===== src/rtl/ssb_pkg.sv =====
package ssb_pkg;
  typedef enum logic [2:0] {S_IDLE, S_SEND, S_WAIT, S_RECV, S_PAR, S_DONE} state_e;

  function automatic int size_bits(input logic [1:0] s);
    return 8 << s;
  endfunction
endpackage


===== src/rtl/ssb_tx.sv =====
module ssb_tx #(
  parameter int ADDR_W = 28,
  parameter int DATA_W = 64
) (
  input  logic              clk_i,
  input  logic              rst_ni,
  input  logic              load_i,
  input  logic              shift_i,
  input  logic              read_i,
  input  logic [1:0]        size_i,
  input  logic [ADDR_W-1:0] addr_i,
  input  logic [DATA_W-1:0] wdata_i,
  output logic              bit_o,
  output logic              last_o
);
  localparam int HDR_W   = 4 + ADDR_W;
  localparam int FRAME_W = HDR_W + DATA_W + 1;
  localparam int CNT_W   = $clog2(FRAME_W + 1);

  logic [FRAME_W-1:0] sh_q, frame;
  logic [CNT_W-1:0]   cnt_q, dlen;
  logic [DATA_W-1:0]  data_left;
  logic               par;
  int                 shamt;

  always_comb begin
    dlen      = read_i ? '0 : CNT_W'(ssb_pkg::size_bits(size_i));
    shamt     = DATA_W - int'(dlen);
    data_left = read_i ? '0 : (wdata_i << shamt);
    par       = ^{1'b1, read_i, size_i, addr_i};
    frame     = {1'b1, read_i, size_i, addr_i, data_left, 1'b0}
              | (FRAME_W'(par) << shamt);
  end

  always_ff @(posedge clk_i or negedge rst_ni) begin
    if (!rst_ni) begin
      sh_q  <= '0;
      cnt_q <= '0;
    end else if (load_i) begin
      sh_q  <= frame;
      cnt_q <= CNT_W'(HDR_W + 1) + dlen;
    end else if (shift_i) begin
      sh_q  <= sh_q << 1;
      cnt_q <= cnt_q - 1'b1;
    end
  end

  assign bit_o  = sh_q[FRAME_W-1];
  assign last_o = (cnt_q == CNT_W'(1));
endmodule


===== src/rtl/ssb_rx.sv =====
module ssb_rx #(
  parameter int DATA_W = 64
) (
  input  logic              clk_i,
  input  logic              rst_ni,
  input  logic              clr_i,
  input  logic              shift_i,
  input  logic              bit_i,
  output logic [DATA_W-1:0] data_o,
  output logic              par_o
);
  always_ff @(posedge clk_i or negedge rst_ni) begin
    if (!rst_ni) begin
      data_o <= '0;
      par_o  <= 1'b0;
    end else if (clr_i) begin
      data_o <= '0;
      par_o  <= 1'b0;
    end else if (shift_i) begin
      data_o <= {data_o[DATA_W-2:0], bit_i};
      par_o  <= par_o ^ bit_i;
    end
  end
endmodule


===== src/rtl/ssb_master.sv =====
module ssb_master #(
  parameter int ADDR_W = 28,
  parameter int DATA_W = 64,
  parameter int TMO_W  = 16
) (
  input  logic              clk_i,
  input  logic              rst_ni,
  input  logic              req_valid_i,
  output logic              req_ready_o,
  input  logic              req_read_i,
  input  logic [1:0]        req_size_i,
  input  logic [ADDR_W-1:0] req_addr_i,
  input  logic [DATA_W-1:0] req_wdata_i,
  input  logic [TMO_W-1:0]  tmo_limit_i,
  output logic              rsp_valid_o,
  input  logic              rsp_ready_i,
  output logic [DATA_W-1:0] rsp_rdata_o,
  output logic              rsp_perr_o,
  output logic              rsp_timeout_o,
  output logic              sd_o,
  output logic              sd_oe_o,
  input  logic              sd_i
);
  import ssb_pkg::*;
  localparam int CNT_W = $clog2(DATA_W + 1);

  state_e           state_q;
  logic [1:0]       size_q;
  logic [CNT_W-1:0] rx_cnt_q;
  logic [TMO_W-1:0] wait_cnt_q;
  logic [TMO_W:0]   wait_nxt;
  logic             perr_q, tmo_q;
  logic             accept, tx_bit, tx_last, rx_par;
  logic [DATA_W-1:0] rx_data;

  assign accept   = req_valid_i && (state_q == S_IDLE);
  assign wait_nxt = {1'b0, wait_cnt_q} + 1'b1;

  ssb_tx #(.ADDR_W(ADDR_W), .DATA_W(DATA_W)) u_tx (
    .clk_i, .rst_ni,
    .load_i  (accept),
    .shift_i (state_q == S_SEND),
    .read_i  (req_read_i),
    .size_i  (req_size_i),
    .addr_i  (req_addr_i),
    .wdata_i (req_wdata_i),
    .bit_o   (tx_bit),
    .last_o  (tx_last)
  );

  ssb_rx #(.DATA_W(DATA_W)) u_rx (
    .clk_i, .rst_ni,
    .clr_i   (accept),
    .shift_i (state_q == S_RECV),
    .bit_i   (sd_i),
    .data_o  (rx_data),
    .par_o   (rx_par)
  );

  always_ff @(posedge clk_i or negedge rst_ni) begin
    if (!rst_ni) begin
      state_q    <= S_IDLE;
      size_q     <= '0;
      rx_cnt_q   <= '0;
      wait_cnt_q <= '0;
      perr_q     <= 1'b0;
      tmo_q      <= 1'b0;
    end else begin
      unique case (state_q)
        S_IDLE: if (accept) begin
          size_q  <= req_size_i;
          perr_q  <= 1'b0;
          tmo_q   <= 1'b0;
          state_q <= S_SEND;
        end
        S_SEND: if (tx_last) begin
          wait_cnt_q <= '0;
          state_q    <= S_WAIT;
        end
        S_WAIT: begin
          if (sd_i) begin
            rx_cnt_q <= CNT_W'(size_bits(size_q));
            state_q  <= S_RECV;
          end else if (wait_nxt >= {1'b0, tmo_limit_i}) begin
            tmo_q   <= 1'b1;
            state_q <= S_DONE;
          end else begin
            wait_cnt_q <= wait_nxt[TMO_W-1:0];
          end
        end
        S_RECV: begin
          rx_cnt_q <= rx_cnt_q - 1'b1;
          if (rx_cnt_q == CNT_W'(1)) state_q <= S_PAR;
        end
        S_PAR: begin
          perr_q  <= sd_i ^ rx_par;
          state_q <= S_DONE;
        end
        S_DONE: if (rsp_ready_i) state_q <= S_IDLE;
        default: state_q <= S_IDLE;
      endcase
    end
  end

  assign req_ready_o   = (state_q == S_IDLE);
  assign rsp_valid_o   = (state_q == S_DONE);
  assign rsp_rdata_o   = rx_data;
  assign rsp_perr_o    = perr_q;
  assign rsp_timeout_o = tmo_q;
  assign sd_oe_o       = (state_q == S_SEND);
  assign sd_o          = sd_oe_o && tx_bit;
endmodule


===== config.mk =====
export PLATFORM = sky130hd
export DESIGN_NAME = ssb_master
export DESIGN_NICKNAME = d
export VERILOG_FILES = /design/src/rtl/ssb_pkg.sv /design/src/rtl/ssb_tx.sv /design/src/rtl/ssb_rx.sv /design/src/rtl/ssb_master.sv
export SDC_FILE = /design/constraint.sdc
export NUM_CORES = 1
export LEC_CHECK = 0
export BUFFER_PORTS_ARGS = -buffer_cell sky130_fd_sc_hd__buf_2
export CELL_PAD_IN_SITES_DETAIL_PLACEMENT = 1
export CELL_PAD_IN_SITES_GLOBAL_PLACEMENT = 1
export CORE_MARGIN = 5
export CORE_UTILIZATION = 43
export DETAILED_ROUTE_END_ITERATION = 8
export GPL_TIMING_DRIVEN = 1
export PLACE_DENSITY = 0.85
export SYNTH_ARGS = -nofsm -noshare
export SYNTH_HDL_FRONTEND = slang
export SYNTH_SLANG_ARGS = --single-unit

===== constraint.sdc =====
create_clock -name clk_i -period 3.4 [get_ports clk_i]
set_input_delay 0.17 -clock clk_i [delete_from_list [all_inputs] [get_ports clk_i]]
set_output_delay 0.17 -clock clk_i [all_outputs]
set_load 0.01 [all_outputs]

==> out/metrics.yaml <==
sta:
  final_max_slew_viol_count: 0
  tightest_slew_ps: 828
  min_period_ps: 3290
  finalSetupViolCount: 0
  fmax_mhz: 304
  tns_ps: 0
  fin_crit_sh_pct: 96.7
  fin_ws_ps: 113
  hold_viol: 0
  fin_hold_ws_ps: 16.9
  clock-skew-final_ps: 25.6
  maxSlewHeadroom_pct: 44.8
logic_synthesis:
  yosysTopAreaCell: "dfrtp_1"
  synth_area_mm2: 0.0116
  async_reset_ff_share_pct: 100
  synth_edf_count: 0
  synth_seq_cells: 199
  avgSynthCellArea_um2: 8.78
  yosysTopAreaCellShare_pct: 42.9
  netlist_instances: 1321
  synth_nets: 1464
  yosys_warnings: 0
  ys.flop_type: "dfrtp_1"
  yosysMostFrequentCell: "nand2_1"
  synth_cell_type_count: 68
  synth-seq-area-share_pct: 42.9
  netlist_top_cells_area: "dfrtp_1 43%, nand2_1 9.7%, a21oi_1 5.5%"
  ys_top_cells_by_count: "300 x nand2_1, 199 x dfrtp_1, 127 x a21oi_1, 79 x o21ai_0, 71 x nor2_1"
placed_design:
  numPlacedInstances: 1788
  dp_slack_ps: -88.9
  portBuffers: 185
  dp_hpwl_um: 24600
  gp_congestion: 0.896
clock_tree:
  cts_tree: "yes"
  cts_root_buffer: "clkbuf_16"
  insertion_delay_ps: 450
  path_clk_slew_ps: 100
  cts_buffers: 17
  clockBufferDepth: 2
  clock_sinks: 199
  htree_levels: 4
global_routing:
  grt_usage_pct: 24.2
  grt_pass1_wl_um: 60600
  grt_pass1_vias: 11379
  grt_max_degree: 93
  grt_overflow_total: 0
  antenna_found_initial: 0
critical_path:
  crit_chain: "ha_2 -> nand4_1 -> nor3_2 -> and3_4 -> xor2_1 -> ha_1 -> nand4_1 -> o41ai_2 -> a31oi_1 -> and2_4 -> a21boi_2 -> buf_6 -> mux2i_2"
  path_common_cell: "nand4_1"
  r2r-end: "wait_cnt_q[6]$_DFFE_PN0P_"
  cp-endpoint: "wait_cnt_q[6]$_DFFE_PN0P_"
  cp-startpoint: "wait_cnt_q[1]$_DFFE_PN0P_"
  worstPathMaxFanout: 8
  endpoint_kind: "flip-flop"
  path_buf_inv: 1
  cp_data_required_time_ps: 3750
  cp_slowest_cell: "dfrtp_1"
  critical_path.startpoint_type: "flip-flop"
  cpLargestDelayFamily: "simple AND/OR/NAND/NOR gates"
  r2r_start: "wait_cnt_q[1]$_DFFE_PN0P_"
  ff2ff_setup_slack_ps: 110
  cp.arrival_ps: 3640
  rr_worst_depth: 13
  crit_type: "reg2reg"
  path_depth: 13
  slowest_delay_ps: 420
power_and_ir_drop:
  peakVddDrop_mv: 0.475
  power_density_mw_per_mm2: 725
  p_leak_nw: 6.34
min_path:
  holdPathStages: 3
  hold_path_class: "in2reg"
cells_and_area:
  n_antenna_cell: 0
  area_delta_synth_final_pct: 19.6
  final_cells: 1853
  drive_gt1_share_pct: 20.6
  n_fill_cell: 3162
  nets: 1642
routing:
  wire_per_inst_um: 20.2
  vias: 10912
  post-route-drc-count: 0
  drt_iter0_drc: 827
  routed_wl_um: 37500
  viasPerCell: 5.89
  first_pass_iters: 5
  ant_nets: 0
floorplanning:
  num_io_pins: 186
  row_count: 60
  dieHeight_um: 174
  start_util_pct: 43.4
  die_x_um: 174
  dieArea_mm2: 0.0304
  coreArea_mm2: 0.0267
flow_run:
  drv_cap: 0
run_status:
  status: "finished, final reports clean"
==> metal layers <==
metal / track usage (%) / up-vias / part of all wire (%)
met2: 40.8 / 404 / 49
met3: 4.48 / 70 / 5.8
met1: 31.8 / 5430 / 43
met5: 0 / - / 0
li1: - / 5008 / -
met4: 7.59 / 0 / 2.7
==> sequential cells by signal, indices dropped and copies added, names as in the netlist <==
register / cells
rx_cnt_q: 7
rsp_perr_o: 1
u_rx.par_o: 1
size_q: 2
u_tx.cnt_q: 7
u_rx.data_o: 64
u_tx.sh_q: 97
state_q: 3
wait_cnt_q: 16
rsp_timeout_o: 1
==> cell families (layout without fill, tap and decap cells) <==
kind of cell / after synthesis / count (layout) / share of synthesized area (%)
AOI/OAI and AO/OA: 368 / 368 / 19.6
xor gates and xnor gates: 47 / 47 / 3.91
adders and majority gates: 27 / 27 / 2.91
buffers and inverters: 130 / 321 / 4.44
DFF: 199 / 199 / 42.9
muxes: 84 / 84 / 9.09
and+or+nand+nor: 466 / 466 / 17.1
==> timing repair <==
item / CTS / global route
pin swaps: 0 / 5
cloned: 0 / 1
setup buffers: 1 / 4
endpoints found under the setup margin: 10 / 19
endpoints found under the hold margin: 115 / 0
hold buffers: 27 / 0
gates resized for setup: 4 / 8
==> layout by cell type, fill, tap and decap left out, types with 4 or more instances in the layout <==
master and count:
a221oi_1 9, xnor2_1 32, a22oi_1 31, a211oi_1 9, o21ai_1 4, nand2_1 299, nand3_1 24, o31ai_1 4
dlygate4sd3_1 27, o21ai_0 79, xor2_1 11, o21a_1 19, nor3_1 13, a32oi_1 6, a31oi_1 7, mux4_2 16
nand2b_1 10, o22ai_1 22, mux2i_1 55, a21o_1 6, a21oi_1 127, and3_1 5, buf_4 35, clkbuf_16 17
clkinv_8 4, o211ai_1 6, a2bb2oi_1 13, nand4_1 12, inv_8 4, o22a_1 4, nor2b_1 6, inv_1 34
mux2_2 11, nor2_1 69, buf_2 185, ha_1 25, dfrtp_1 198
==> how the worst min path moves through the flow <==
stage	end	start
2_1_floorplan	rsp_perr_o$_DFFE_PN0P_	rst_ni
3_3_place_gp	wait_cnt_q[14]$_DFFE_PN0P_	rst_ni
3_5_place_dp	wait_cnt_q[14]$_DFFE_PN0P_	rst_ni
4_1_cts	u_tx.sh_q[93]$_DFFE_PN0P_	req_size_i[0]
5_1_grt	u_tx.sh_q[93]$_DFFE_PN0P_	req_size_i[0]
6_report	u_tx.sh_q[94]$_DFFE_PN0P_	req_size_i[1]
==> area by class of cell <==
cell class              count  area [µm²]  area share [%]
multi-input cells         992        6170            44.5
flip-flops and latches    199        4980            35.9
repair buffers            252        1540            11.1
clock buffers              18         439            3.17
well taps                 341         427            3.08
clock inverters            14         169            1.22
inverters                  37         139            1.00
==> worst register-to-register path, delay by kind of cell, from the launching register on <==
family | cells | cell delay [ps]
xor+xnor | 1 | 70
fa+ha+maj | 2 | 560
mux | 1 | 230
buf+inv | 1 | 190
compound gates | 3 | 750
simple gates | 5 | 990
flops | 1 | 420
==> per-stage QoR <==
| step | cell area, µm² | power (W) | util, % |
|---|---|---|---|
| finish | 13900 | 0.0101 | 51.9 |
| global route | 13900 | 0.0107 | 51.9 |
| CTS | 13800 | 0.00995 | 51.7 |
| detailed placement | 12900 | 0.00777 | 48.3 |
| global placement | 12900 | 0.00757 | 48.3 |
| floorplan | 11600 | 0.00649 | - |
==> power by group <==
| group | leakage (nW) | internal [W] | switching, W | total [W] |
|---|---|---|---|---|
| Sequential | 2.57 | 0.00313 | 0.000581 | 0.00371 |
| Combinational | 3.47 | 0.00157 | 0.00264 | 0.00422 |
| Clock | 0.294 | 0.00102 | 0.00110 | 0.00212 |
| Total | 6.34 | 0.00573 | 0.00432 | 0.0101 |
(Power assumes the default switching activity.)
